--- src/rtl/txack_pkg.sv ---
// Shared types for the transmit acknowledgment controller.
// Assumes: ack_policy code 2'b01 is the only one that asks for an acknowledgment.
package txack_pkg;
    typedef enum logic [1:0] {
        ST_IDLE   = 2'b00,
        ST_SEND   = 2'b01,
        ST_LISTEN = 2'b10
    } seq_state_t;

    localparam logic [1:0] POL_IMM_ACK = 2'b01;
endpackage

--- src/rtl/txack_ack_timer.sv ---
// Listening window timer. It is loaded when listening starts and counts down while run is 1.
// last is 1 in the final cycle of the window.
// Assumes: load and run are never 1 together, and a load value of 0 is treated as 1.
module txack_ack_timer #(
    parameter int TW = 16
) (
    input  logic          clk,
    input  logic          rst_n,
    input  logic          load,
    input  logic [TW-1:0] load_val,
    input  logic          run,
    output logic          last
);
    localparam logic [TW-1:0] ONE = TW'(1);

    logic [TW-1:0] cnt;

    // Load the window length, or step down toward the last cycle.
    always_ff @(posedge clk) begin
        if (!rst_n) begin
            cnt <= '0;
        end else if (load) begin
            cnt <= (load_val == '0) ? ONE : load_val;
        end else if (run && cnt > ONE) begin
            cnt <= cnt - ONE;
        end
    end

    // Flag the final window cycle.
    assign last = (cnt == ONE);

    // a running window always holds a nonzero count.
    a_r4_window_nonzero: assert property (@(posedge clk) disable iff (!rst_n)
        run |-> cnt != '0);
endmodule

--- src/rtl/txack_retry_count.sv ---
// Retry counter. It counts retransmissions of the current frame and reports when the budget is used up.
// Assumes: limit stays stable while a frame is in progress.
module txack_retry_count #(
    parameter int RW = 4
) (
    input  logic          clk,
    input  logic          rst_n,
    input  logic          inc,
    input  logic          clr,
    input  logic [RW-1:0] limit,
    output logic [RW-1:0] count,
    output logic          exhausted
);
    // Clear on completion or failure, and step on each retransmission.
    always_ff @(posedge clk) begin
        if (!rst_n) begin
            count <= '0;
        end else if (clr) begin
            count <= '0;
        end else if (inc) begin
            count <= count + RW'(1);
        end
    end

    // The budget is spent once the count reaches the limit.
    assign exhausted = (count >= limit);

    // the sequencer never asks for another retry past the limit.
    a_r7_no_inc_when_spent: assert property (@(posedge clk) disable iff (!rst_n)
        inc |-> !exhausted);
    // a single cycle never both clears and steps the count.
    a_r8_inc_clr_exclusive: assert property (@(posedge clk) disable iff (!rst_n)
        !(inc && clr));
endmodule

--- src/rtl/txack_retry_ctrl.sv ---
// Transmit acknowledgment sequencer. It runs send, then listen, then one of complete, retransmit or fail.
// It owns the radio enables and the status pulses.
// Assumes: ack_timeout and retry_limit are stable for the life of a frame.
module txack_retry_ctrl
    import txack_pkg::*;
#(
    parameter int TW = 16,
    parameter int RW = 4
) (
    input  logic          clk,
    input  logic          rst_n,
    input  logic          tx_req,
    input  logic          frame_done,
    input  logic [1:0]    ack_policy,
    input  logic          ack_rx,
    input  logic [TW-1:0] ack_timeout,
    input  logic [RW-1:0] retry_limit,
    output logic          tx_en,
    output logic          rx_en,
    output logic          done_ok,
    output logic          retx_req,
    output logic          fail_irq,
    output logic [RW-1:0] retry_cnt
);
    seq_state_t state, state_nx;
    logic wants_ack, send_end, got_ack, expire;
    logic win_last, budget_spent, rc_inc, rc_clr;

    // Decode the events the sequencer reacts to this cycle.
    always_comb begin
        wants_ack = (ack_policy == POL_IMM_ACK);
        send_end  = (state == ST_SEND) && frame_done;
        got_ack   = (state == ST_LISTEN) && ack_rx;
        expire    = (state == ST_LISTEN) && win_last && !ack_rx;
        rc_inc    = expire && !budget_spent;
        rc_clr    = (send_end && !wants_ack) || got_ack || (expire && budget_spent);
    end

    // Choose the next sequencer state.
    always_comb begin
        state_nx = state;
        unique case (state)
            ST_IDLE:   if (tx_req) state_nx = ST_SEND;
            ST_SEND:   if (frame_done) state_nx = wants_ack ? ST_LISTEN : ST_IDLE;
            ST_LISTEN: if (ack_rx || win_last) state_nx = ST_IDLE;
            default:   state_nx = ST_IDLE;
        endcase
    end

    // Register the state and the one-cycle status pulses.
    always_ff @(posedge clk) begin
        if (!rst_n) begin
            state    <= ST_IDLE;
            done_ok  <= 1'b0;
            retx_req <= 1'b0;
            fail_irq <= 1'b0;
        end else begin
            state    <= state_nx;
            done_ok  <= (send_end && !wants_ack) || got_ack;
            retx_req <= rc_inc;
            fail_irq <= expire && budget_spent;
        end
    end

    // Drive the radio enables straight from the registered state.
    assign tx_en = (state == ST_SEND);
    assign rx_en = (state == ST_LISTEN);

    txack_ack_timer #(.TW(TW)) i_timer (
        .clk      (clk),
        .rst_n    (rst_n),
        .load     (send_end && wants_ack),
        .load_val (ack_timeout),
        .run      (state == ST_LISTEN),
        .last     (win_last)
    );

    txack_retry_count #(.RW(RW)) i_retry (
        .clk       (clk),
        .rst_n     (rst_n),
        .inc       (rc_inc),
        .clr       (rc_clr),
        .limit     (retry_limit),
        .count     (retry_cnt),
        .exhausted (budget_spent)
    );

    // the radio is never told to send and listen at once.
    a_r5_enables_exclusive: assert property (@(posedge clk) disable iff (!rst_n)
        !(tx_en && rx_en));
    // a frame that needs no acknowledgment completes in the next cycle.
    a_r3_noack_done: assert property (@(posedge clk) disable iff (!rst_n)
        (tx_en && frame_done && ack_policy != 2'b01) |=> (done_ok && !tx_en && !rx_en));
    // an immediate-acknowledgment frame switches the radio to receive.
    a_r4_switch_to_rx: assert property (@(posedge clk) disable iff (!rst_n)
        (tx_en && frame_done && ack_policy == 2'b01) |=> (rx_en && !tx_en));
    // an acknowledgment inside the window wins and completes.
    a_r6_ack_completes: assert property (@(posedge clk) disable iff (!rst_n)
        (rx_en && ack_rx) |=> (done_ok && !rx_en && !retx_req && !fail_irq));
    // failure leaves the retry count cleared.
    a_r8_fail_clears: assert property (@(posedge clk) disable iff (!rst_n)
        fail_irq |-> retry_cnt == '0);
    // at most one status pulse in any cycle.
    a_r7_one_outcome: assert property (@(posedge clk) disable iff (!rst_n)
        $onehot0({done_ok, retx_req, fail_irq}));
    // a stray end-of-frame strobe leaves the block idle.
    a_r10_stray_done: assert property (@(posedge clk) disable iff (!rst_n)
        (!tx_en && !rx_en && !tx_req && frame_done) |=> (!tx_en && !rx_en && !done_ok));
endmodule

--- config.mk ---
export PLATFORM = sky130hd
export DESIGN_NAME = txack_retry_ctrl
export DESIGN_NICKNAME = d
export VERILOG_FILES = /design/src/rtl/txack_pkg.sv /design/src/rtl/txack_ack_timer.sv /design/src/rtl/txack_retry_count.sv /design/src/rtl/txack_retry_ctrl.sv
export SDC_FILE = /design/constraint.sdc
export NUM_CORES = 1
export LEC_CHECK = 0
export CAP_MARGIN = 20
export CORE_UTILIZATION = 29
export DETAILED_ROUTE_END_ITERATION = 10
export PLACE_DENSITY = 0.57
export SETUP_SLACK_MARGIN = 0.15
export SYNTH_ARGS = -nofsm -noshare
export SYNTH_HDL_FRONTEND = slang
export SYNTH_SLANG_ARGS = --single-unit
--- constraint.sdc ---
create_clock -name clk -period 2.9 [get_ports clk]
set_clock_uncertainty 0.1 [all_clocks]
set_input_delay 0.58 -clock clk [delete_from_list [all_inputs] [get_ports clk]]
set_output_delay 0.58 -clock clk [all_outputs]
set_load 0.02 [all_outputs]
# Word level (Yosys, flattened, before mapping)
# Index checks and enable logic that the tools add are counted.
[word_totals] ff_bits=25 latch_bits=0 ram_bits=0 rom_bits=0 in_bits=27 out_inout_bits=9 elab_cells=46 memories=0
[classes] n_addsub=2 n_mul=0 n_div=0 magnitude_cmp=2 n_eq_ne=7 shifts=0 muxes=8 bitwise=1 reduce_logical=20
[op_table] op="2-to-1 mux 16 bit" count=3
[op_table] op="equality test 16 x 1 -> 1 bit, second input constant" count=1
[op_table] op="greater-than comparator 16 x 1 -> 1 bit, second input constant" count=1
[op_table] op="zero test 16 bit" count=1
[op_table] op="subtractor 16 x 1 -> 16 bit, second input constant" count=1
[op_table] op="logical AND 1 bit" count=9
[op_table] op="2-to-1 mux 2 bit" count=4
[op_table] op="!= test 2 bit, second input constant" count=3
[op_table] op="case mux 2 bit (3 select lines)" count=1
[op_table] op="adder 4 x 1 -> 4 bit, second input constant" count=1
[op_table] op="equality test 2 x 1 -> 1 bit, second input constant" count=2
[op_table] op=">= comparator 4 bit" count=1
[op_table] op="zero test 1 bit" count=3
[op_table] op="logical OR 1 bit" count=3
[op_table] op="AND reduction 3 bit" count=1
[op_table] op="equality test 2 bit, second input constant" count=1
[op_table] op="zero test 2 bit" count=1
[op_table] op="nonzero test 2 bit" count=1
[op_table] op="OR reduction 2 bit" count=1
[op_table] op="NOT 1 bit" count=1

# Longest topological paths before layout
[depth] depth_word=6 ltp_mapped=7 depth_no_buf=7

# Hierarchy
# Synthesis repeated with hierarchy kept, for this count alone.
[unflattened] cells_unflattened=176 area_unflattened_um2=1530.2
[by_module_without_submodules] mod="txack_ack_timer" instances=1 cells_each=125 area_per_inst_um2=1046.0 seq_area_each_um2=320.3
[by_module_without_submodules] mod="txack_retry_count" instances=1 cells_each=29 area_per_inst_um2=260.2 seq_area_each_um2=80.1
[by_module_without_submodules] mod="txack_retry_ctrl" instances=1 cells_each=22 area_per_inst_um2=224.0 seq_area_each_um2=100.1

# Least setup slack after synthesis
# Ideal clock, no wire load.
[synth_timing] path_kind="in2reg" startpoint="input retry_limit[2]" endpoint="register i_retry.count[3]" arrival_ps=1995 required_time_ps=2730 setup_slack_ps=735 cell_stages=7 n_path_buf=0 path_cell_list="inv_1 > ha_1 > or2_2 > a21oi_1 > a21oi_1 > or4_1 > a21oi_1"
[synth_between] elab_chain_cells=4
[synth_rtl] item="start: declaration" line="txack_retry_ctrl.sv:17" text="input logic [RW-1:0] retry_limit,"
[synth_rtl] item=">= comparator 4 bit (*)" line="txack_retry_count.sv:26" text="assign exhausted = (count >= limit);"
[synth_rtl] item="logical AND 1 bit" line="txack_retry_ctrl.sv:36" text="rc_clr = (send_end && !wants_ack) || got_ack || (expire && budget_spent);"
[synth_rtl] item="logical OR 1 bit" line="txack_retry_ctrl.sv:36"
[synth_rtl] item="OR reduction 2 bit (no source line)"
[synth_rtl] item="end signal: assignment" line="txack_retry_count.sv:21" text="count <= count + RW'(1);"
[synth_rtl] item="end: declaration" line="txack_retry_count.sv:11" text="output logic [RW-1:0] count,"
# Every way passes the cells marked *; elsewhere a longest branch is shown, timed or not.
# A chain may end at the register's enable or synchronous reset.

# Worst setup path after layout
# Same ends and word-level chain as after synthesis.

==> results.py <==
metrics = {
    "route": {
        "remaining_drcs": 0,
        "detailroute.wirelength.met3_um": 188,
        "avgRoutedWirePerCell_um": 14.4,
        "violation_count_after_the_first_detailed_route_iteration": 74,
        "routed_wire_length_mm": 4.25,
        "vias_per_cell": 5.33,
        "via_count": 1577,
        "metal1_wirelength_mm": 2.06,
        "first_drt_pass_iteration_count": 4,
        "wl_met2_mm": 1.96,
        "topRoutingLayerUsed": "met4",
        "ant_nets": 0,
    },
    "cells_and_area": {
        "final_common_cell": "sky130_fd_sc_hd__clkdlybuf4s50_1",
        "layout-drive-gt1-share_pct": 7.96,
        "final_nets": 261,
        "instances_no_fill": 296,
        "final_util_pct": 40.1,
        "area_delta_synth_final_pct": 31.5,
        "commonest_non_fill_non_tap_cells_in_the_layout": "sky130_fd_sc_hd__clkdlybuf4s50_1 (35), sky130_fd_sc_hd__dfxtp_1 (25), sky130_fd_sc_hd__a21oi_1 (14)",
        "insertedDiodeCount": 0,
        "final.fill_count": 535,
    },
    "sta": {
        "max-slew-margin-rel_pct": 60.5,
        "rsz0062_at_grt": "false",
        "final.min_clock_period_ps": 2430,
        "final_period_util_pct": 83.8,
        "clock.fmax_mhz": 412,
        "tightestPinTransition_ps": 586,
        "setup_viol_count_final": 0,
        "finalSetupTns_ps": 0,
        "timing_hold_violations_final": 0,
        "pins_over_slew_limit": 0,
    },
    "worst_setup_path": {
        "reg2reg_from": "i_timer.cnt[0]$_SDFFE_PN0P_",
        "critPathArrivalTime_ps": 2540,
        "worstPathRequired_ps": 3010,
        "worst_setup_path_end_kind": "register",
        "critical_path_class": "in2reg",
        "reg2reg_to": "i_timer.cnt[10]$_SDFFE_PN0P_",
        "worstPathMaxFanout": 8,
        "startpoint": "retry_limit[2]",
        "worst-r2r-setup-slack_ps": 660,
        "r2r.worst_path.cells": 7,
        "startpoint_type": "input port",
    },
    "clock_tree": {
        "cts_tree": "yes",
        "clock-sinks": 25,
        "ctsRootBufferMaster": "sky130_fd_sc_hd__clkbuf_8",
        "cts.path.max_buffers": 2,
        "clock_latency_on_the_worst_skew_pair_ps": 270,
        "clkSlewWorstSetupHoldPaths_ps": 90,
        "cts_post_setup_buffers_inserted": 0,
        "ctsResizeCount": 0,
        "numCtsBuffers": 3,
        "ctsHtreeMaxLevel": 1,
        "cts_hold_repair.buffers": 0,
    },
    "min_path": {
        "timing.hold.worst.class": "reg2reg",
        "hold_path_depth": 1,
        "hp-start": "state[1]$_SDFFE_PN0P_",
        "endpoint_of_the_worst_hold_timing_path": "state[0]$_SDFFE_PN0P_",
    },
    "synthesis": {
        "synth_async_sr_flop_share_pct": 0,
        "synthesis.nets": 222,
        "synthTopCellsByArea": "sky130_fd_sc_hd__dfxtp_1 (32%), sky130_fd_sc_hd__ha_1 (5.5%), sky130_fd_sc_hd__a21oi_1 (4.4%)",
        "synthesis.instances": 188,
        "synth.top_cell.area_share_pct": 31.7,
        "portion_of_the_post_synthesis_area_used_by_sequential_elements_pct": 31.7,
        "postSynthAreaPerCell_um2": 8.40,
        "postSynth.topFlopCell": "sky130_fd_sc_hd__dfxtp_1",
        "post_synth_edffs": 0,
        "mappedNetlistArea_um2": 1580,
        "ys_warn_count": 0,
        "postSynthRegisterBits": 25,
        "ys_types": 50,
        "post-synth-top-area-cell": "sky130_fd_sc_hd__dfxtp_1",
    },
    "global_routing": {
        "grt_pass1_vias": 1469,
        "grt_max_degree": 24,
        "grt_use_total_pct": 15.9,
        "global_route_wire_length_before_repair_mm": 6.89,
        "initial_antenna_violation_count": 0,
        "globalRouteOverflowTotal": 0,
    },
    "die": {
        "rows": 26,
        "overall_die_height_um": 75.8,
        "floorplan.die_area_um2": 5740,
        "coreArea_um2": 5170,
        "fp.dieW_um": 75.8,
        "starting_utilization_of_the_core_area_pct": 30.5,
        "ioPinCount": 36,
    },
    "run_status": {
        "run_status": "completed",
    },
    "job": {
        "maxCapViolCount": 0,
    },
    "power": {
        "power-per-cell-area_nw_per_um2": 360,
        "power.static_leakage_nw": 0.776,
        "ir_drop_v": 0.000183,
    },
    "place": {
        "gpl_congestion": 0.850,
        "place.detailed.instances": 292,
        "io_buffer_count": 35,
        "hpwl_after_dpl_mm": 3.14,
    },
}
[metal layers]
layer	up-vias	track usage (%)
met5	-	0
met1	733	20.7
met2	45	27.1
met3	4	2.51
li1	795	-
met4	0	4.73
[logic make-up (layout without fill, tap and decap cells)]
group / count (synthesis) / in the layout / synth area share (%)
AOI/OAI and AO/OA: 55 / 55 / 23.1
xor gates and xnor gates: 6 / 6 / 3.33
adders and majority gates: 7 / 7 / 5.55
buffers and inverters: 18 / 56 / 4.36
DFF: 25 / 25 / 31.7
muxes: 2 / 2 / 1.35
and+or+nand+nor: 75 / 75 / 30.7
[final cells by class]
cell class / count / area [um2] / area share, %
clock buffer: 4 / 45.0 / 2.17
inverter: 12 / 45.0 / 2.17
timing repair buffer: 40 / 388 / 18.7
multi-input combinational: 145 / 1010 / 48.6
sequential: 25 / 500 / 24.1
tap: 70 / 87.6 / 4.22
[stage by stage]
stage	worst slack (ps)	cell area (um2)	hold WS, ps	power, mW
after global placement	213	2030	384	0.536
after CTS	464	2080	399	0.750
after floorplan	735	1580	352	0.465
final	470	2080	396	0.747
after detailed placement	181	2030	385	0.538
after global routing	340	2080	413	0.785
[cell usage after synthesis, types with 2 or more instances]
library cell                n
sky130_fd_sc_hd__nand2_1   13
sky130_fd_sc_hd__nor3b_1    2
sky130_fd_sc_hd__nor4_1     6
sky130_fd_sc_hd__nor2b_1    5
sky130_fd_sc_hd__ha_1       7
sky130_fd_sc_hd__nor4_4     2
sky130_fd_sc_hd__nand3_1    5
sky130_fd_sc_hd__o31ai_1    2
sky130_fd_sc_hd__a211oi_1   5
sky130_fd_sc_hd__clkbuf_1   5
sky130_fd_sc_hd__nor4_2     2
sky130_fd_sc_hd__xor2_1     6
sky130_fd_sc_hd__or4_1      4
sky130_fd_sc_hd__o21ai_0   12
sky130_fd_sc_hd__a41o_1     2
sky130_fd_sc_hd__nor3_1     9
sky130_fd_sc_hd__nor2_1     9
sky130_fd_sc_hd__o211ai_1   6
sky130_fd_sc_hd__dfxtp_1   25
sky130_fd_sc_hd__and3_1     3
sky130_fd_sc_hd__a21oi_1   14
sky130_fd_sc_hd__a31oi_1    3
sky130_fd_sc_hd__or3_1      4
sky130_fd_sc_hd__inv_1     11
[worst max path at each step]
stage,to,cells past startpoint
after floorplan,i_retry.count[3]$_SDFFE_PP0P_,7
after global placement,i_retry.count[3]$_SDFFE_PP0P_,8
after detailed placement,i_retry.count[3]$_SDFFE_PP0P_,8
after CTS,i_retry.count[3]$_SDFFE_PP0P_,8
after global routing,i_retry.count[3]$_SDFFE_PP0P_,8
final,i_retry.count[3]$_SDFFE_PP0P_,8
[flip-flops by register name, indices dropped and copies added (netlist names)]
signal / count
done_ok: 1
fail_irq: 1
i_retry.count: 4
i_timer.cnt: 16
retx_req: 1
state: 2
[critical path, stage by stage]
cell                              delay, ps
sky130_fd_sc_hd__clkdlybuf4s50_1        450
sky130_fd_sc_hd__inv_1                   40
sky130_fd_sc_hd__ha_1                   260
sky130_fd_sc_hd__or2_2                  270
sky130_fd_sc_hd__a21oi_1                140
sky130_fd_sc_hd__a21oi_1                120
sky130_fd_sc_hd__or4_1                  530
sky130_fd_sc_hd__a21oi_1                150
[where the power goes]
group / switching, mW / internal, mW / total [mW]
registers: 0.0127 / 0.351 / 0.364
logic: 0.0838 / 0.0841 / 0.168
clock network: 0.117 / 0.0985 / 0.216
No activity file was read; power rests on OpenSTA's default activity.
